`config.mk`:
```
export PLATFORM = sky130hd
export DESIGN_NAME = rot_shift_unit
export DESIGN_NICKNAME = d
export VERILOG_FILES = /design/src/rtl/rsu_pkg.sv /design/src/rtl/rsu_regs.sv /design/src/rtl/rsu_divider.sv /design/src/rtl/rsu_rotator.sv /design/src/rtl/rot_shift_unit.sv
export SDC_FILE = /design/constraint.sdc
export NUM_CORES = 1
export LEC_CHECK = 0
export BUFFER_PORTS_ARGS = -buffer_cell sky130_fd_sc_hd__buf_2
export CAP_MARGIN = 40
export CORE_AREA = 2 2 54 56
export CTS_CLUSTER_DIAMETER = 100
export CTS_CLUSTER_SIZE = 40
export DETAILED_ROUTE_END_ITERATION = 8
export DIE_AREA = 0 0 56 58
export GPL_TIMING_DRIVEN = 0
export PLACE_DENSITY = 0.78
export SLEW_MARGIN = 20
export SYNTH_ARGS = -nofsm -noshare
export SYNTH_HDL_FRONTEND = slang
export SYNTH_SLANG_ARGS = --single-unit
```
`constraint.sdc`:
```
create_clock -name clk -period 1.9 [get_ports clk]
set_clock_uncertainty 0.05 [all_clocks]
set_input_delay 0.095 -clock clk [delete_from_list [all_inputs] [get_ports clk]]
set_output_delay 0.095 -clock clk [all_outputs]
set_load 0.01 [all_outputs]
```
`src/rtl/rsu_pkg.sv`:
```
`timescale 1ns/1ps
// Package: shared offsets and field positions for the rotating shift unit.
// Assumes an 8-bit register interface with 4-bit offsets.
package rsu_pkg;
    localparam int unsigned RSU_DATA_W = 8;
    localparam int unsigned RSU_ADDR_W = 4;

    // Register offsets
    localparam logic [RSU_ADDR_W-1:0] OFF_T2LO = 4'h8;
    localparam logic [RSU_ADDR_W-1:0] OFF_PAT  = 4'hA;
    localparam logic [RSU_ADDR_W-1:0] OFF_CTRL = 4'hB;

    // Shift-control field inside the control register
    localparam int unsigned MODE_LSB = 2;
    localparam int unsigned MODE_W   = 3;
    localparam logic [MODE_W-1:0] MODE_FREE_ROT = 3'b100;
endpackage

```
`src/rtl/rsu_regs.sv`:
```
`timescale 1ns/1ps
// Module: rsu_regs
// Holds the control register and the timer reload byte, and decodes
// pattern writes for the rotator. Assumes writes are single-cycle strobes.
module rsu_regs
    import rsu_pkg::*;
#(
    parameter int unsigned DATA_W = RSU_DATA_W,
    parameter int unsigned ADDR_W = RSU_ADDR_W
) (
    input  logic              clk,
    input  logic              rst_n,
    input  logic              wr_en,
    input  logic [ADDR_W-1:0] wr_addr,
    input  logic [DATA_W-1:0] wr_data,
    output logic              run,
    output logic [DATA_W-1:0] reload,
    output logic              pat_wr,
    output logic [DATA_W-1:0] pat_wdata
);
    logic [DATA_W-1:0] ctrl_q;
    logic [DATA_W-1:0] t2lo_q;

    // Capture control register and timer byte writes
    always_ff @(posedge clk) begin
        if (!rst_n) begin
            ctrl_q <= '0;
            t2lo_q <= '0;
        end else if (wr_en) begin
            if (wr_addr == OFF_CTRL) ctrl_q <= wr_data;
            if (wr_addr == OFF_T2LO) t2lo_q <= wr_data;
        end
    end

    // Decode mode and pattern-write strobe
    always_comb begin
        run       = (ctrl_q[MODE_LSB +: MODE_W] == MODE_FREE_ROT);
        reload    = t2lo_q;
        pat_wr    = wr_en && (wr_addr == OFF_PAT);
        pat_wdata = wr_data;
    end
endmodule

```
`src/rtl/rsu_divider.sv`:
```
`timescale 1ns/1ps
// Module: rsu_divider
// Auto-reloading down-counter that emits one tick every 'reload' cycles
// while running (reload 0 acts as 2**CNT_W). Held at the reload value when
// idle, so a fresh interval starts on mode entry.
module rsu_divider #(
    parameter int unsigned CNT_W = 8
) (
    input  logic             clk,
    input  logic             rst_n,
    input  logic             run,
    input  logic [CNT_W-1:0] reload,
    output logic             tick
);
    logic [CNT_W-1:0] cnt_q;

    // Tick when the count reaches one while running
    always_comb tick = run && (cnt_q == CNT_W'(1));

    // Count down, reload on tick, track reload when idle
    always_ff @(posedge clk) begin
        if (!rst_n)
            cnt_q <= '0;
        else if (!run || tick)
            cnt_q <= reload;
        else
            cnt_q <= cnt_q - CNT_W'(1);
    end
endmodule

```
`src/rtl/rsu_rotator.sv`:
```
`timescale 1ns/1ps
// Module: rsu_rotator
// Pattern register that rotates left by one on each tick, presenting the
// departing MSB as the output bit. A pattern write in the tick cycle is
// used as the source, so the new byte starts at that boundary.
module rsu_rotator #(
    parameter int unsigned DATA_W = 8
) (
    input  logic              clk,
    input  logic              rst_n,
    input  logic              tick,
    input  logic              pat_wr,
    input  logic [DATA_W-1:0] pat_wdata,
    output logic [DATA_W-1:0] pat_q,
    output logic              bit_q,
    output logic              strobe_q
);
    logic [DATA_W-1:0] src;

    // Select the freshly written byte over the stored one
    always_comb src = pat_wr ? pat_wdata : pat_q;

    // Rotate on tick, load on write
    always_ff @(posedge clk) begin
        if (!rst_n)
            pat_q <= '0;
        else if (tick)
            pat_q <= {src[DATA_W-2:0], src[DATA_W-1]};
        else if (pat_wr)
            pat_q <= src;
    end

    // Register the departing bit and the strobe marking its arrival
    always_ff @(posedge clk) begin
        if (!rst_n) begin
            bit_q    <= 1'b0;
            strobe_q <= 1'b0;
        end else begin
            if (tick) bit_q <= src[DATA_W-1];
            strobe_q <= tick;
        end
    end
endmodule

```
`src/rtl/rot_shift_unit.sv`:
```
`timescale 1ns/1ps
// Module: rot_shift_unit (top)
// Free-running rotating serial output: takes over CB2 while the mode is
// selected, shifts the pattern MSB first at the divider rate, and strobes
// CB1 per bit. Assumes the control-line block honours cb2_own.
module rot_shift_unit
    import rsu_pkg::*;
#(
    parameter int unsigned DATA_W = RSU_DATA_W,
    parameter int unsigned ADDR_W = RSU_ADDR_W
) (
    input  logic              clk,
    input  logic              rst_n,
    input  logic              wr_en,
    input  logic [ADDR_W-1:0] wr_addr,
    input  logic [DATA_W-1:0] wr_data,
    input  logic              pcr_cb2_level,
    output logic              cb2_out,
    output logic              cb2_own,
    output logic              cb1_out
);
    logic              run;
    logic [DATA_W-1:0] reload;
    logic              pat_wr;
    logic [DATA_W-1:0] pat_wdata;
    logic              tick;
    logic [DATA_W-1:0] pat_val;
    logic              bit_q;
    logic              strobe_q;

    rsu_regs #(.DATA_W(DATA_W), .ADDR_W(ADDR_W)) u_regs (
        .clk       (clk),
        .rst_n     (rst_n),
        .wr_en     (wr_en),
        .wr_addr   (wr_addr),
        .wr_data   (wr_data),
        .run       (run),
        .reload    (reload),
        .pat_wr    (pat_wr),
        .pat_wdata (pat_wdata)
    );

    rsu_divider #(.CNT_W(DATA_W)) u_div (
        .clk    (clk),
        .rst_n  (rst_n),
        .run    (run),
        .reload (reload),
        .tick   (tick)
    );

    rsu_rotator #(.DATA_W(DATA_W)) u_rot (
        .clk       (clk),
        .rst_n     (rst_n),
        .tick      (tick),
        .pat_wr    (pat_wr),
        .pat_wdata (pat_wdata),
        .pat_q     (pat_val),
        .bit_q     (bit_q),
        .strobe_q  (strobe_q)
    );

    // Drive CB2 from the shifter while owned, else pass the control level
    always_comb begin
        cb2_own = run;
        cb2_out = run ? bit_q : pcr_cb2_level;
        cb1_out = strobe_q && run;
    end
endmodule

```
After elaboration in Yosys (flattened, before gate mapping)
Index checks and enable logic that the tools add are counted.

operators by class
  equal/unequal tests = 5
  reduce and logical (&&, ||, !) cells = 8
  multiplexer cells = 5
  $add $sub $neg = 1

operator list
  cell                                                                   number
  8-bit 2-to-1 mux                                                       4
  4-bit equality test, second input constant                             3
  8-bit by 1-bit equality test with 1-bit output, second input constant  1
  8-bit by 1-bit subtractor with 8-bit output, second input constant     1
  2-bit AND reduction                                                    2
  3-bit equality test, second input constant                             1
  1-bit logical AND                                                      3
  2-bit nonzero test                                                     1
  1-bit logical NOT                                                      1
  1-bit logical OR                                                       1
  1-bit 2-to-1 mux                                                       1

storage, ports and cells
  register bits after elaboration = 31
  bits of input ports = 16
  output and inout bits = 3

Depth between registers and ports, before layout
Gate-level depths: netlist of the first run.

  depth in word-level cells = 5
  mapped depth = 7

Hierarchy
Synthesis of the first run repeated with hierarchy kept, for this count alone.

unflattened totals
  cell total of the unflattened synthesis = 141
  area, all modules = 1,372.6 sq um

by module, submodules not included
  module          times used  cells each  seq. area each (sq um)  area an instance (sq um)
  rsu_regs        1           57          220.2                   520.5
  rsu_divider     1           49          160.2                   455.4
  rsu_rotator     1           33          200.2                   374.1
  rot_shift_unit  1           2           0.0                     22.5

Worst setup path before layout of the first run
OpenSTA, ideal clock, no wires.

  path type = register -> register
  from = register u_regs.ctrl_q[2]
  to = register u_div.cnt_q[3]
  arrival time = 1.278 ns
  slack = 0.456 ns
  setup time = 0.116 ns
  stages on the path, launching flop included = 6
  period minus slack after synthesis = 1.444 ns
  required time = 1.734 ns
  buffers on the path = 1
  cell sequence = dfxtp_1 > nor3b_4 > a21boi_4 > buf_6 > nand2_1 > o211a_1

on the way
  cells in the longest elaborated chain, start to end = 4
  elaborated cells between the ends (all ways) = 5

ends and longest elaborated chain
  what                                                    RTL line                              source
  start, declared                                         rsu_regs.sv:21                        logic [DATA_W-1:0] ctrl_q;
  start signal, assigned                                  rsu_regs.sv:30                        if (wr_addr == OFF_CTRL) ctrl_q <= wr_data;
  3-bit equality test *                                   rsu_regs.sv:37                        run = (ctrl_q[MODE_LSB +: MODE_W] == MODE_FREE_ROT);
  via cb2_own                                             rot_shift_unit.sv:19                  output logic cb2_own,
  1-bit logical NOT or 1-bit logical AND (tied branches)  rsu_divider.sv:24, rsu_divider.sv:18
  1-bit logical OR *                                      rsu_divider.sv:24                     else if (!run || tick)
  8-bit 2-to-1 mux *                                      rsu_divider.sv:24
  end signal, assigned                                    rsu_divider.sv:25                     cnt_q <= reload;
  end signal, assigned                                    rsu_divider.sv:27                     cnt_q <= cnt_q - CNT_W'(1);
  end, declared                                           rsu_divider.sv:15                     logic [CNT_W-1:0] cnt_q;

Mark *: on every way through the listed nets, which the timed path passes. The rest lies on a longest branch.
A chain may end at the register's enable or synchronous reset.

Worst setup path after layout of the first run
  from = register u_regs.ctrl_q[2]
  to = output cb2_out

on the way
  cells in the longest elaborated chain, start to end = 2

ends and longest elaborated chain
  what                 RTL line              source
  3-bit equality test  rsu_regs.sv:37
  1-bit 2-to-1 mux     rot_shift_unit.sv:65  cb2_out = run ? bit_q : pcr_cb2_level;
  end, declared        rot_shift_unit.sv:18  output logic cb2_out,

Every way passes these cells.

==> impl_metrics.prom, run 1 <==
# TYPE chip_impl_metric gauge
chip_impl_info{name="rr_endpoint",value="u_rot.pat_q[7]"} 1
chip_impl_metric{name="number_of_cells_on_the_worst_hold_path",unit=""} 3
chip_impl_metric{name="ys_warn_count",unit=""} 0
chip_impl_metric{name="gp_congestion",unit=""} 0.682
chip_impl_metric{name="finalWirelength",unit="mm"} 2.42
chip_impl_metric{name="total_switching_power",unit="uW"} 250
chip_impl_metric{name="power_report.internal_total",unit="uW"} 877
chip_impl_info{name="whs_endpoint",value="u_regs.ctrl_q[3]"} 1
chip_impl_metric{name="postCtsSetupRepairBufs",unit=""} 0
chip_impl_metric{name="power.share.sequential",unit=""} 0.550
chip_impl_metric{name="vdd.ir_drop.worst",unit="mV"} 0.690
chip_impl_metric{name="slew_at_the_pin_closest_to_its_max_slew_limit",unit="ps"} 720
chip_impl_metric{name="drive_above_1_share",unit=""} 0.229
chip_impl_metric{name="grt_first_pass_wirelength",unit="mm"} 4.20
chip_impl_metric{name="final_period_minus_worst_setup_slack",unit="ps"} 1720
chip_impl_metric{name="data_required_critical_path",unit="ps"} 1750
chip_impl_metric{name="grt_pass1_vias",unit=""} 946
chip_impl_metric{name="synth_fp_nets",unit=""} 139
chip_impl_metric{name="clock_tree_buf_depth",unit=""} 2
chip_impl_info{name="critical_path.startpoint_type",value="flop"} 1
chip_impl_metric{name="fmaxAchievable",unit="MHz"} 581
chip_impl_metric{name="timing.setup.tns",unit="ps"} 0
chip_impl_metric{name="buffer_ports.inserted",unit=""} 18
chip_impl_metric{name="clockPowerShare",unit=""} 0.366
chip_impl_info{name="min_path_type",value="input port to flop"} 1
chip_impl_metric{name="detail_route.iter0.violations",unit=""} 21
chip_impl_metric{name="antenna_found_initial",unit=""} 0
chip_impl_metric{name="power.switching_fraction",unit=""} 0.222
chip_impl_metric{name="worst-r2r-setup-slack",unit="ps"} 280
chip_impl_metric{name="power.density_cell_area",unit="nW/um^2"} 716
chip_impl_metric{name="average_size_of_a_mapped_cell",unit="sq um"} 10.9
chip_impl_metric{name="worst-r2r-cell-count",unit=""} 5
chip_impl_metric{name="synth_sequential_area_ratio",unit=""} 0.441
chip_impl_metric{name="power_leakage",unit="uW"} 0.000659
chip_impl_metric{name="cts_buf_count",unit=""} 5
chip_impl_metric{name="die-width",unit="um"} 56
chip_impl_metric{name="route.vias.total",unit=""} 968
chip_impl_metric{name="max-slew-margin-rel",unit=""} 0.516
chip_impl_metric{name="setup_slack",unit="ps"} 179
chip_impl_metric{name="layout.cell_area.non_filler",unit="sq um"} 1570
chip_impl_metric{name="fin_crit_sh",unit=""} 0.906
chip_impl_metric{name="drc",unit=""} 0
chip_impl_info{name="critical_path.endpoint_type",value="output port"} 1
chip_impl_info{name="r2r_start",value="u_div.cnt_q[0]"} 1
chip_impl_info{name="outcome",value="finished, final reports clean"} 1
chip_impl_metric{name="die_area",unit="sq um"} 3250
chip_impl_metric{name="mappedNetlistArea",unit="sq um"} 1320
chip_impl_metric{name="routedWlPerCell",unit="um"} 13.2
chip_impl_metric{name="dp_hpwl",unit="mm"} 1.85
chip_impl_metric{name="standard_cell_row_count",unit=""} 19
chip_impl_metric{name="ant_nets",unit=""} 0
chip_impl_metric{name="slew_viol_final",unit=""} 0
chip_impl_metric{name="initial_util",unit=""} 0.494
chip_impl_info{name="grt_setup_unrepaired",value="false"} 1
chip_impl_info{name="crit_type",value="flop to output port"} 1
chip_impl_metric{name="synth_cells",unit=""} 121
chip_impl_metric{name="h_tree_depth",unit=""} 2
chip_impl_metric{name="timing.final.hold_violations",unit=""} 0
chip_impl_metric{name="timing.critical_path.fanout_max",unit=""} 7
chip_impl_metric{name="placement.setup.worst_slack",unit="ps"} 303
chip_impl_metric{name="height_of_the_chip",unit="um"} 58
chip_impl_metric{name="nets",unit=""} 170
chip_impl_metric{name="grt-ovfl-total",unit=""} 0
chip_impl_metric{name="first_pass_detailed_route_iteration_total",unit=""} 7
chip_impl_metric{name="final_cell_count_no_fill",unit=""} 184
chip_impl_metric{name="grt_util_all_layers",unit=""} 0.172
chip_impl_metric{name="setup_viol",unit=""} 0
chip_impl_metric{name="flops_latches_synth",unit=""} 29
chip_impl_metric{name="clkSinkCount",unit=""} 29
chip_impl_metric{name="clock_insertion_delay_worst_skew",unit="ps"} 330
chip_impl_info{name="cp_max_delay_cell",value="sky130_fd_sc_hd__nor3b_4"} 1
chip_impl_metric{name="core-area",unit="sq um"} 2660
chip_impl_metric{name="diodes",unit=""} 0
chip_impl_metric{name="synth.distinct_cells",unit=""} 27
chip_impl_metric{name="grt_max_degree",unit=""} 11
chip_impl_metric{name="combinationalPowerShare",unit=""} 0.083
chip_impl_info{name="timing.critical_path.cells",value="nor3b_4, mux2_2, buf_2"} 1
chip_impl_metric{name="io-pin-count",unit=""} 19
chip_impl_metric{name="cpPeakStageDelay",unit="ps"} 390
chip_impl_metric{name="final_core_utilization",unit=""} 0.591
chip_impl_metric{name="clock_slew_at_the_register_clock_pins_of_the_worst_setup_and_hold_paths",unit="ps"} 80
chip_impl_info{name="clockRootBuffer",value="sky130_fd_sc_hd__clkbuf_4"} 1
chip_impl_metric{name="areaGrowthSynthToFinish",unit="%"} 19.7
chip_impl_metric{name="dpl.cell_count",unit=""} 170
chip_impl_info{name="timing.hold.worst.start",value="wr_data[3]"} 1
chip_impl_metric{name="cp_data_arrival_time",unit="ps"} 1580
chip_impl_metric{name="drv_cap",unit=""} 0
chip_impl_metric{name="dpl_cell_area",unit="sq um"} 1440
chip_impl_metric{name="post_drt_via_cell_ratio",unit=""} 5.26
chip_impl_info{name="cts_tree",value="built"} 1
[cell families after synthesis]
kind of cell / Yosys count / share of synthesized area
buf+inv: 7 / 0.0285
simple gates: 36 / 0.200
fa+ha+maj: 2 / 0.0190
xor+xnor: 6 / 0.0400
mux: 20 / 0.153
compound gates: 21 / 0.118
flops: 29 / 0.441
[synthesized netlist by cell type]
library cell | instances | area (sq um)
sky130_fd_sc_hd__nor3b_4 | 1 | 18.8
sky130_fd_sc_hd__mux2_2 | 1 | 11.3
sky130_fd_sc_hd__buf_4 | 1 | 7.51
sky130_fd_sc_hd__inv_1 | 3 | 11.3
sky130_fd_sc_hd__nand3_1 | 1 | 5.00
sky130_fd_sc_hd__xnor2_1 | 4 | 35.0
sky130_fd_sc_hd__o21ai_0 | 3 | 15.0
sky130_fd_sc_hd__nor3_1 | 2 | 10.0
sky130_fd_sc_hd__nor2b_1 | 12 | 75.1
sky130_fd_sc_hd__nor3b_2 | 1 | 12.5
sky130_fd_sc_hd__ha_1 | 2 | 25.0
sky130_fd_sc_hd__o211a_1 | 5 | 50.1
sky130_fd_sc_hd__buf_6 | 1 | 11.3
sky130_fd_sc_hd__and2_1 | 2 | 12.5
sky130_fd_sc_hd__nand3_4 | 1 | 17.5
sky130_fd_sc_hd__mux2i_1 | 19 | 190
sky130_fd_sc_hd__a21oi_1 | 3 | 15.0
sky130_fd_sc_hd__nand4_1 | 1 | 6.26
sky130_fd_sc_hd__xor2_1 | 2 | 17.5
sky130_fd_sc_hd__o22ai_1 | 9 | 56.3
sky130_fd_sc_hd__clkbuf_1 | 2 | 7.51
sky130_fd_sc_hd__nand2_1 | 9 | 33.8
sky130_fd_sc_hd__a21boi_4 | 1 | 18.8
sky130_fd_sc_hd__dfxtp_1 | 29 | 581
sky130_fd_sc_hd__nor3b_1 | 3 | 22.5
sky130_fd_sc_hd__nor4_4 | 2 | 42.5
sky130_fd_sc_hd__and3_1 | 1 | 6.26
[cell type report]
| type | count | area (sq um) |
|---|---|---|
| Multi-Input combinational cell | 85 | 697 |
| Clock inverter | 1 | 5.00 |
| Sequential cell | 29 | 581 |
| Clock buffer | 7 | 65.1 |
| Buffer | 4 | 26.3 |
| Tap cell | 31 | 38.8 |
| Timing Repair Buffer | 24 | 150 |
| Inverter | 3 | 11.3 |
| Fill cell | 230 | 1090 |
[critical path: cells and delay by family (launching register included)]
kind	cells	cell delay, ps
AND/OR/NAND/NOR	1	390
flip-flops	1	340
multiplexers	1	380
buffers and inverters	1	140
[layer usage]
layer,wire length [um],track usage,up-vias
li1,-,-,496
met1,1050,0.183,453
met2,1270,0.304,17
met3,80,0.0424,2
met4,22,0.112,0
met5,0,0,-
[layout by cell type (no fill, tap or decap), types with 2 or more instances in the layout]
cell type,Yosys,routed
sky130_fd_sc_hd__a21oi_1,3,3
sky130_fd_sc_hd__and2_1,2,2
sky130_fd_sc_hd__buf_2,0,18
sky130_fd_sc_hd__clkbuf_1,2,2
sky130_fd_sc_hd__clkbuf_4,0,5
sky130_fd_sc_hd__clkbuf_8,0,2
sky130_fd_sc_hd__dfxtp_1,29,29
sky130_fd_sc_hd__dlygate4sd3_1,0,6
sky130_fd_sc_hd__ha_1,2,2
sky130_fd_sc_hd__inv_1,3,3
sky130_fd_sc_hd__mux2i_1,19,19
sky130_fd_sc_hd__nand2_1,9,9
sky130_fd_sc_hd__nor2b_1,12,12
sky130_fd_sc_hd__nor3_1,2,2
sky130_fd_sc_hd__nor3b_1,3,3
sky130_fd_sc_hd__nor4_4,2,2
sky130_fd_sc_hd__o211a_1,5,5
sky130_fd_sc_hd__o21ai_0,3,3
sky130_fd_sc_hd__o22ai_1,9,9
sky130_fd_sc_hd__xnor2_1,4,4
sky130_fd_sc_hd__xor2_1,2,2
[timing repair]
item,4_1_cts,5_1_grt
endpoints found under the hold margin,6,0
resized for setup,0,0
hold buffers,6,0
[state kept, by name, indices dropped and copies added, names as in the netlist]
signal	count
u_rot.strobe_q	1
u_regs.reload	8
u_div.cnt_q	8
u_rot.pat_q	8
u_rot.bit_q	1
u_regs.ctrl_q	3
[worst max-delay path by stage]
stage | from | endpoint | slack (ps) | cells past startpoint
after floorplan | u_regs.ctrl_q[2] | u_div.cnt_q[3] | 460 | 5
after global placement | u_div.cnt_q[0] | u_rot.pat_q[0] | 370 | 5
after detailed placement | u_div.cnt_q[0] | u_rot.pat_q[0] | 300 | 5
after CTS | u_regs.ctrl_q[2] | cb2_out | 150 | 3
after global routing | u_regs.ctrl_q[2] | cb2_out | 140 | 3
final | u_regs.ctrl_q[2] | cb2_out | 180 | 3
[through the flow]
| step | hold slack, ps | total power, uW |
|---|---|---|
| floorplan | 211 | 683 |
| global placement | 319 | 715 |
| detailed placement | 329 | 719 |
| CTS | 13.2 | 1150 |
| global route | 39.4 | 1180 |
| finish | 31.6 | 1130 |
[power by group through the flow]
stage          Sequential [uW]  Combinational (uW)  Clock, uW
5_1_grt                    621                 102        453
4_1_cts                    620                93.8        433
2_1_floorplan              633                50.2          0
3_3_place_gp               634                81.2          0
6_report                   620                93.7        413
3_5_place_dp               634                84.2          0
No activity file was read; power rests on OpenSTA's default activity.
==> inputs of run 2 (changes only) <==
--- a/config.mk
+++ b/config.mk
@@ -12,7 +12,8 @@
 export CTS_CLUSTER_SIZE = 40
 export DETAILED_ROUTE_END_ITERATION = 8
 export DIE_AREA = 0 0 56 58
-export GPL_TIMING_DRIVEN = 0
+export GPL_ROUTABILITY_DRIVEN = 0
+export GPL_TIMING_DRIVEN = 1
 export PLACE_DENSITY = 0.78
 export SLEW_MARGIN = 20
 export SYNTH_ARGS = -nofsm -noshare
==> impl_metrics.prom, run 2 (same netlist as run 1, synthesis figures left out) <==
# TYPE chip_impl_metric gauge
chip_impl_metric{name="initial_util",unit=""} 0.494
chip_impl_metric{name="antenna_found_initial",unit=""} 0
chip_impl_info{name="grt_setup_unrepaired",value="false"} 1
chip_impl_info{name="min_path_type",value="input port to flop"} 1
chip_impl_metric{name="timing.final.hold_violations",unit=""} 0
chip_impl_metric{name="standard_cell_row_count",unit=""} 19
chip_impl_info{name="cts_tree",value="built"} 1
chip_impl_metric{name="grt-ovfl-total",unit=""} 0
chip_impl_metric{name="slew_at_the_pin_closest_to_its_max_slew_limit",unit="ps"} 406
chip_impl_info{name="critical_path.startpoint_type",value="flop"} 1
chip_impl_metric{name="layout.filler_cells",unit=""} 233
chip_impl_metric{name="routedWlPerCell",unit="um"} 14.3
chip_impl_metric{name="nets",unit=""} 164
chip_impl_metric{name="fin_crit_sh",unit=""} 0.906
chip_impl_metric{name="power.density_cell_area",unit="nW/um^2"} 715
chip_impl_info{name="most_frequent_standard_cell_in_the_layout_excluding_fill_and_tap_cells",value="sky130_fd_sc_hd__dfxtp_1"} 1
chip_impl_metric{name="data_required_critical_path",unit="ps"} 1750
chip_impl_metric{name="combinationalPowerShare",unit=""} 0.081
chip_impl_metric{name="final_period_minus_worst_setup_slack",unit="ps"} 1720
chip_impl_metric{name="clock_slew_at_the_register_clock_pins_of_the_worst_setup_and_hold_paths",unit="ps"} 90
chip_impl_metric{name="grt_util_all_layers",unit=""} 0.185
chip_impl_info{name="rr_endpoint",value="u_div.cnt_q[1]"} 1
chip_impl_info{name="commonest_non_fill_non_tap_cells_in_the_layout",value="sky130_fd_sc_hd__dfxtp_1 (29), sky130_fd_sc_hd__mux2i_1 (19), sky130_fd_sc_hd__buf_2 (18), sky130_fd_sc_hd__nor2b_1 (12)"} 1
chip_impl_metric{name="max-slew-margin-rel",unit=""} 0.728
chip_impl_metric{name="clock_insertion_delay_worst_skew",unit="ps"} 330
chip_impl_metric{name="timing.critical_path.fanout_max",unit=""} 7
chip_impl_metric{name="fmaxAchievable",unit="MHz"} 581
chip_impl_info{name="timing.hold.worst.start",value="wr_data[1]"} 1
chip_impl_metric{name="ant_nets",unit=""} 0
chip_impl_metric{name="grt_max_degree",unit=""} 23
chip_impl_metric{name="grt_first_pass_wirelength",unit="mm"} 4.40
chip_impl_metric{name="vdd.ir_drop.worst",unit="mV"} 0.654
chip_impl_metric{name="number_of_cells_on_the_worst_hold_path",unit=""} 3
chip_impl_metric{name="h_tree_depth",unit=""} 2
chip_impl_metric{name="route.vias.total",unit=""} 950
chip_impl_metric{name="dp_hpwl",unit="mm"} 1.85
chip_impl_metric{name="power.switching_fraction",unit=""} 0.230
chip_impl_metric{name="diodes",unit=""} 0
chip_impl_metric{name="timing.setup.tns",unit="ps"} 0
chip_impl_metric{name="detail_route.iter0.violations",unit=""} 6
chip_impl_info{name="whs_endpoint",value="u_regs.reload[1]"} 1
chip_impl_metric{name="setup_viol",unit=""} 0
chip_impl_metric{name="buffer_ports.inserted",unit=""} 18
chip_impl_metric{name="die-width",unit="um"} 56
chip_impl_info{name="critical_path.endpoint_type",value="output port"} 1
chip_impl_metric{name="first_pass_detailed_route_iteration_total",unit=""} 4
chip_impl_info{name="outcome",value="finished, final reports clean"} 1
chip_impl_metric{name="drc",unit=""} 0
chip_impl_metric{name="clkSinkCount",unit=""} 29
chip_impl_metric{name="worst-r2r-cell-count",unit=""} 4
chip_impl_metric{name="cts.repair.resized",unit=""} 0
chip_impl_metric{name="grt_pass1_vias",unit=""} 958
chip_impl_metric{name="slew_viol_final",unit=""} 0
chip_impl_metric{name="core-area",unit="sq um"} 2660
chip_impl_metric{name="worst-r2r-setup-slack",unit="ps"} 300
chip_impl_metric{name="cpPeakStageDelay",unit="ps"} 400
chip_impl_metric{name="power_leakage",unit="uW"} 0.000629
chip_impl_info{name="timing.critical_path.cells",value="nor3b_4, mux2_2, buf_2"} 1
chip_impl_metric{name="die_area",unit="sq um"} 3250
chip_impl_metric{name="areaGrowthSynthToFinish",unit="%"} 14.7
chip_impl_metric{name="finalWirelength",unit="mm"} 2.52
chip_impl_info{name="crit_type",value="flop to output port"} 1
chip_impl_metric{name="drv_cap",unit=""} 0
chip_impl_metric{name="io-pin-count",unit=""} 19
chip_impl_metric{name="postCtsSetupRepairBufs",unit=""} 0
chip_impl_metric{name="cts_buf_count",unit=""} 5
chip_impl_info{name="clockRootBuffer",value="sky130_fd_sc_hd__clkbuf_4"} 1
chip_impl_metric{name="post_drt_via_cell_ratio",unit=""} 5.37
chip_impl_info{name="r2r_start",value="u_regs.ctrl_q[2]"} 1
chip_impl_metric{name="cp_data_arrival_time",unit="ps"} 1580
chip_impl_metric{name="power_report.internal_total",unit="uW"} 831
chip_impl_metric{name="clockPowerShare",unit=""} 0.344
chip_impl_metric{name="clock_tree_buf_depth",unit=""} 2
chip_impl_metric{name="drive_above_1_share",unit=""} 0.226
chip_impl_metric{name="final_core_utilization",unit=""} 0.566
chip_impl_metric{name="power.share.sequential",unit=""} 0.575
chip_impl_info{name="cp_max_delay_cell",value="sky130_fd_sc_hd__nor3b_4"} 1
chip_impl_metric{name="total_switching_power",unit="uW"} 248
chip_impl_metric{name="height_of_the_chip",unit="um"} 58
run 2: metal layers:
layer	track usage	routed length, um	vias up
met2	0.304	1270	16
met5	0	0	-
met3	0.0737	97	8
li1	-	-	482
met1	0.200	1070	444
met4	0.116	89	0
run 2: power by group through the flow:
stage	Combinational (uW)	Clock [uW]	Sequential [uW]
floorplan	50.2	0	633
global placement	79.7	0	634
detailed placement	83.1	0	635
CTS	86.8	381	620
global route	95.1	410	621
finish	86.8	371	620
run 2: metrics by stage:
| step | hold slack [ps] | cells | power (uW) | worst slack [ps] | cell area, sq um |
|---|---|---|---|---|---|
| finish | 6.90 | 177 | 1080 | 179 | 1510 |
| global route | 0.411 | 177 | 1130 | 117 | 1510 |
| CTS | 1.01 | 177 | 1090 | 162 | 1510 |
| detailed placement | 328 | 168 | 718 | 324 | 1430 |
| global placement | 320 | 168 | 714 | 383 | 1430 |
| floorplan | 211 | 121 | 683 | 456 | 1320 |
run 2: layout make-up:
cell class	instances	area [sq um]	area share
multi-input cells	85	697	0.462
flip-flops and latches	29	581	0.385
repair buffers	22	125	0.0830
clock buffers	7	55.1	0.0365
well taps	31	38.8	0.0257
inverters	3	11.3	0.00747
run 2: how the worst max path moves through the flow:
stage | startpoint | cells past startpoint | end | slack [ps]
2_1_floorplan | u_regs.ctrl_q[2] | 5 | u_div.cnt_q[3] | 460
3_3_place_gp | u_regs.ctrl_q[2] | 4 | u_div.cnt_q[1] | 380
3_5_place_dp | u_regs.ctrl_q[2] | 4 | u_div.cnt_q[1] | 320
4_1_cts | u_regs.ctrl_q[2] | 3 | cb2_out | 160
5_1_grt | u_regs.ctrl_q[2] | 3 | cb2_out | 120
6_report | u_regs.ctrl_q[2] | 3 | cb2_out | 180
run 2: timing repair:
item,CTS,global route
setup endpoints to repair,0,0
hold endpoints to repair,2,0
hold buffers,2,0
run 2: critical path, delay by kind of cell, from the launching register on:
family	cells	cell delay, ps
DFF	1	340
buffers and inverters	1	130
and+or+nand+nor	1	400
muxes	1	380
==> inputs of run 3 (changes only) <==
--- a/config.mk
+++ b/config.mk
@@ -7,15 +7,17 @@
 export LEC_CHECK = 0
 export BUFFER_PORTS_ARGS = -buffer_cell sky130_fd_sc_hd__buf_2
 export CAP_MARGIN = 40
-export CORE_AREA = 2 2 54 56
+export CORE_AREA = 2 2 55 57
 export CTS_CLUSTER_DIAMETER = 100
 export CTS_CLUSTER_SIZE = 40
 export DETAILED_ROUTE_END_ITERATION = 8
-export DIE_AREA = 0 0 56 58
+export DIE_AREA = 0 0 57 59
 export GPL_ROUTABILITY_DRIVEN = 0
 export GPL_TIMING_DRIVEN = 1
 export PLACE_DENSITY = 0.78
+export REMOVE_ABC_BUFFERS = 1
 export SLEW_MARGIN = 20
 export SYNTH_ARGS = -nofsm -noshare
 export SYNTH_HDL_FRONTEND = slang
+export SYNTH_HIERARCHICAL = 1
 export SYNTH_SLANG_ARGS = --single-unit
==> impl_metrics.prom, run 3 <==
# TYPE chip_impl_metric gauge
chip_impl_info{name="outcome",value="finished, final reports clean"} 1
chip_impl_metric{name="synth_sequential_area_ratio",unit=""} 0.423
chip_impl_metric{name="average_size_of_a_mapped_cell",unit="sq um"} 9.73
chip_impl_metric{name="grt-ovfl-total",unit=""} 0
chip_impl_metric{name="power_report.internal_total",unit="uW"} 807
chip_impl_metric{name="detail_route.iter0.violations",unit=""} 9
chip_impl_metric{name="clockPowerShare",unit=""} 0.323
chip_impl_metric{name="max-slew-margin-rel",unit=""} 0.523
chip_impl_metric{name="setup_slack",unit="ps"} 206
chip_impl_info{name="crit_type",value="flop to output port"} 1
chip_impl_metric{name="ys_warn_count",unit=""} 6
chip_impl_metric{name="placement.setup.worst_slack",unit="ps"} 235
chip_impl_metric{name="layout.cell_area.non_filler",unit="sq um"} 1540
chip_impl_metric{name="power.share.sequential",unit=""} 0.587
chip_impl_metric{name="post-layout-total-power",unit="uW"} 1060
chip_impl_metric{name="grt_util_all_layers",unit=""} 0.176
chip_impl_info{name="most_frequent_standard_cell_in_the_layout_excluding_fill_and_tap_cells",value="sky130_fd_sc_hd__dfxtp_1"} 1
chip_impl_info{name="most_instantiated_library_cell_after_synthesis",value="sky130_fd_sc_hd__dfxtp_1"} 1
chip_impl_metric{name="mappedNetlistArea",unit="sq um"} 1370
chip_impl_metric{name="dpl.cell_count",unit=""} 179
chip_impl_metric{name="final_core_utilization",unit=""} 0.566
chip_impl_metric{name="dp_hpwl",unit="mm"} 1.93
chip_impl_metric{name="initial_util",unit=""} 0.506
chip_impl_info{name="cts_tree",value="built"} 1
chip_impl_metric{name="power.switching_fraction",unit=""} 0.236
chip_impl_metric{name="cp_data_arrival_time",unit="ps"} 1550
chip_impl_info{name="synthTopCellsByArea",value="sky130_fd_sc_hd__dfxtp_1 (42%), sky130_fd_sc_hd__mux2i_1 (15%), sky130_fd_sc_hd__nand2_1 (7.4%), sky130_fd_sc_hd__buf_4 (4.4%), sky130_fd_sc_hd__o22ai_1 (3.6%)"} 1
chip_impl_metric{name="areaGrowthSynthToFinish",unit="%"} 11.9
chip_impl_metric{name="buffer_ports.inserted",unit=""} 18
chip_impl_metric{name="slew_at_the_pin_closest_to_its_max_slew_limit",unit="ps"} 710
chip_impl_metric{name="grt_first_pass_wirelength",unit="mm"} 4.46
chip_impl_info{name="dominantRegCellSynth",value="sky130_fd_sc_hd__dfxtp_1"} 1
chip_impl_metric{name="combinationalPowerShare",unit=""} 0.090
chip_impl_metric{name="grt_max_degree",unit=""} 31
chip_impl_info{name="clockRootBuffer",value="sky130_fd_sc_hd__clkbuf_4"} 1
chip_impl_metric{name="core-area",unit="sq um"} 2710
chip_impl_metric{name="synth-edff-count",unit=""} 0
chip_impl_metric{name="timing.final.hold_violations",unit=""} 0
chip_impl_metric{name="ys_async_sr_fraction",unit=""} 0
chip_impl_metric{name="cts_buf_count",unit=""} 5
chip_impl_metric{name="power_leakage",unit="uW"} 0.000628
chip_impl_metric{name="vdd.ir_drop.worst",unit="mV"} 0.552
chip_impl_metric{name="fin_crit_sh",unit=""} 0.892
chip_impl_metric{name="synth.distinct_cells",unit=""} 29
chip_impl_metric{name="fmaxAchievable",unit="MHz"} 590
chip_impl_metric{name="drv_cap",unit=""} 0
chip_impl_metric{name="post_drt_via_cell_ratio",unit=""} 5.26
chip_impl_metric{name="final_cell_count_no_fill",unit=""} 193
chip_impl_metric{name="io-pin-count",unit=""} 19
chip_impl_info{name="min_path_type",value="input port to flop"} 1
chip_impl_metric{name="grt_pass1_vias",unit=""} 1071
chip_impl_metric{name="synth_cells",unit=""} 141
chip_impl_metric{name="drc",unit=""} 0
chip_impl_metric{name="data_required_critical_path",unit="ps"} 1750
chip_impl_metric{name="die_area",unit="sq um"} 3360
chip_impl_metric{name="clkSinkCount",unit=""} 29
chip_impl_info{name="critical_path.endpoint_type",value="output port"} 1
chip_impl_metric{name="ant_nets",unit=""} 0
chip_impl_metric{name="diodes",unit=""} 0
chip_impl_metric{name="finalWirelength",unit="mm"} 2.56
chip_impl_metric{name="slew_viol_final",unit=""} 0
chip_impl_metric{name="total_switching_power",unit="uW"} 249
chip_impl_metric{name="timing.critical_path.fanout_max",unit=""} 3
chip_impl_metric{name="power.density_cell_area",unit="nW/um^2"} 687
chip_impl_metric{name="final_period_minus_worst_setup_slack",unit="ps"} 1690
chip_impl_metric{name="clock_slew_at_the_register_clock_pins_of_the_worst_setup_and_hold_paths",unit="ps"} 80
chip_impl_metric{name="height_of_the_chip",unit="um"} 59
chip_impl_info{name="commonest_non_fill_non_tap_cells_in_the_layout",value="sky130_fd_sc_hd__dfxtp_1 (29), sky130_fd_sc_hd__nand2_1 (27), sky130_fd_sc_hd__mux2i_1 (20), sky130_fd_sc_hd__buf_2 (18), sky130_fd_sc_hd__o22ai_1 (8)"} 1
chip_impl_metric{name="standard_cell_row_count",unit=""} 19
chip_impl_metric{name="clock_insertion_delay_worst_skew",unit="ps"} 330
chip_impl_info{name="grt_setup_unrepaired",value="false"} 1
chip_impl_metric{name="h_tree_depth",unit=""} 2
chip_impl_metric{name="first_pass_detailed_route_iteration_total",unit=""} 4
chip_impl_info{name="synth.largest_area_cell",value="sky130_fd_sc_hd__dfxtp_1"} 1
chip_impl_info{name="critical_path.startpoint_type",value="flop"} 1
chip_impl_metric{name="routedWlPerCell",unit="um"} 13.3
chip_impl_metric{name="flops_latches_synth",unit=""} 29
chip_impl_metric{name="synth.top_cell.area_share",unit=""} 0.423
chip_impl_metric{name="drive_above_1_share",unit=""} 0.198
chip_impl_info{name="synth.cells.most_frequent",value="sky130_fd_sc_hd__dfxtp_1 (29), sky130_fd_sc_hd__nand2_1 (27), sky130_fd_sc_hd__mux2i_1 (20), sky130_fd_sc_hd__buf_4 (8), sky130_fd_sc_hd__o22ai_1 (8)"} 1
chip_impl_metric{name="route.vias.total",unit=""} 1015
chip_impl_metric{name="die-width",unit="um"} 57
chip_impl_metric{name="clock_tree_buf_depth",unit=""} 2
chip_impl_metric{name="dpl_cell_area",unit="sq um"} 1430
chip_impl_metric{name="setup_viol",unit=""} 0
chip_impl_metric{name="nets",unit=""} 179
chip_impl_metric{name="antenna_found_initial",unit=""} 0
## run 3: cell count changes after synthesis, sizes merged, moves of 2 or more
cell    before  now
buf          2   13
nor2         0    4
nor2b       12    1
o211a        5    3
clkbuf       2    0
mux2i       19   21
inv          3    5
nor3b        5    2
nand2        9   27
## run 3: layout make-up
cell class / instances / area [sq um]
inverter: 5 / 18.8
fill: 248 / 1170
timing repair buffer: 26 / 165
sequential: 29 / 581
clock buffer: 8 / 48.8
tap: 31 / 38.8
multi-input combinational: 94 / 683
## run 3: logic make-up after synthesis
group                      count (synthesis)  share of synthesized area
DFF                                       29                      0.423
buffers and inverters                     18                     0.0839
and+or+nand+nor                           44                      0.167
xor gates and xnor gates                   6                     0.0383
muxes                                     22                      0.167
AOI/OAI and AO/OA                         20                      0.103
adders and majority gates                  2                     0.0182
## run 3: worst paths after layout
| check | start | endpoint | slack, ps | depth (start not counted) |
|---|---|---|---|---|
| worst max-delay path | u_regs/ctrl_q[4] | cb2_out | 210 | 4 |
| worst min-delay path | wr_data[3] | u_regs/reload[3] | 20 | 3 |
| worst max register to register | u_div/cnt_q[3] | u_rot/pat_q[1] | 210 | 5 |
| worst min register to register | u_regs/reload[2] | u_regs/reload[2] | 420 | 2 |
## run 3: routing by layer
metal  GRT usage  vias up  part of all wire
li1            -      524                 -
met1       0.174      465              0.39
met2       0.328       23              0.55
met3      0.0677        3             0.044
met4      0.0731        0             0.014
met5           0        -                 0
## run 3: critical path, stage by stage (launching register included)
cell,delay (ps)
sky130_fd_sc_hd__dfxtp_1,330
sky130_fd_sc_hd__nor3b_1,280
sky130_fd_sc_hd__buf_4,190
sky130_fd_sc_hd__mux2_4,290
sky130_fd_sc_hd__buf_2,140
## run 3: through the flow
| stage | hold slack (ps) | setup TNS (ps) |
|---|---|---|
| 2_1_floorplan | 167 | -2260 |
| 3_3_place_gp | 313 | 0 |
| 3_5_place_dp | 321 | 0 |
| 4_1_cts | 5.22 | 0 |
| 5_1_grt | 11.1 | 0 |
| 6_report | 19.6 | 0 |
## run 3: timing repair
item	4_1_cts	5_1_grt
gates resized for setup	0	0
setup buffers	0	0
endpoints found under the hold margin	6	0
hold buffers	6	0
## run 3: power by group through the flow
| stage | Combinational [uW] | Clock (uW) | Sequential [uW] |
|---|---|---|---|
| finish | 94.9 | 341 | 620 |
| global route | 104 | 387 | 621 |
| CTS | 94.6 | 357 | 620 |
| detailed placement | 84.8 | 0 | 634 |
| global placement | 82.2 | 0 | 634 |
| floorplan | 45.6 | 0 | 633 |
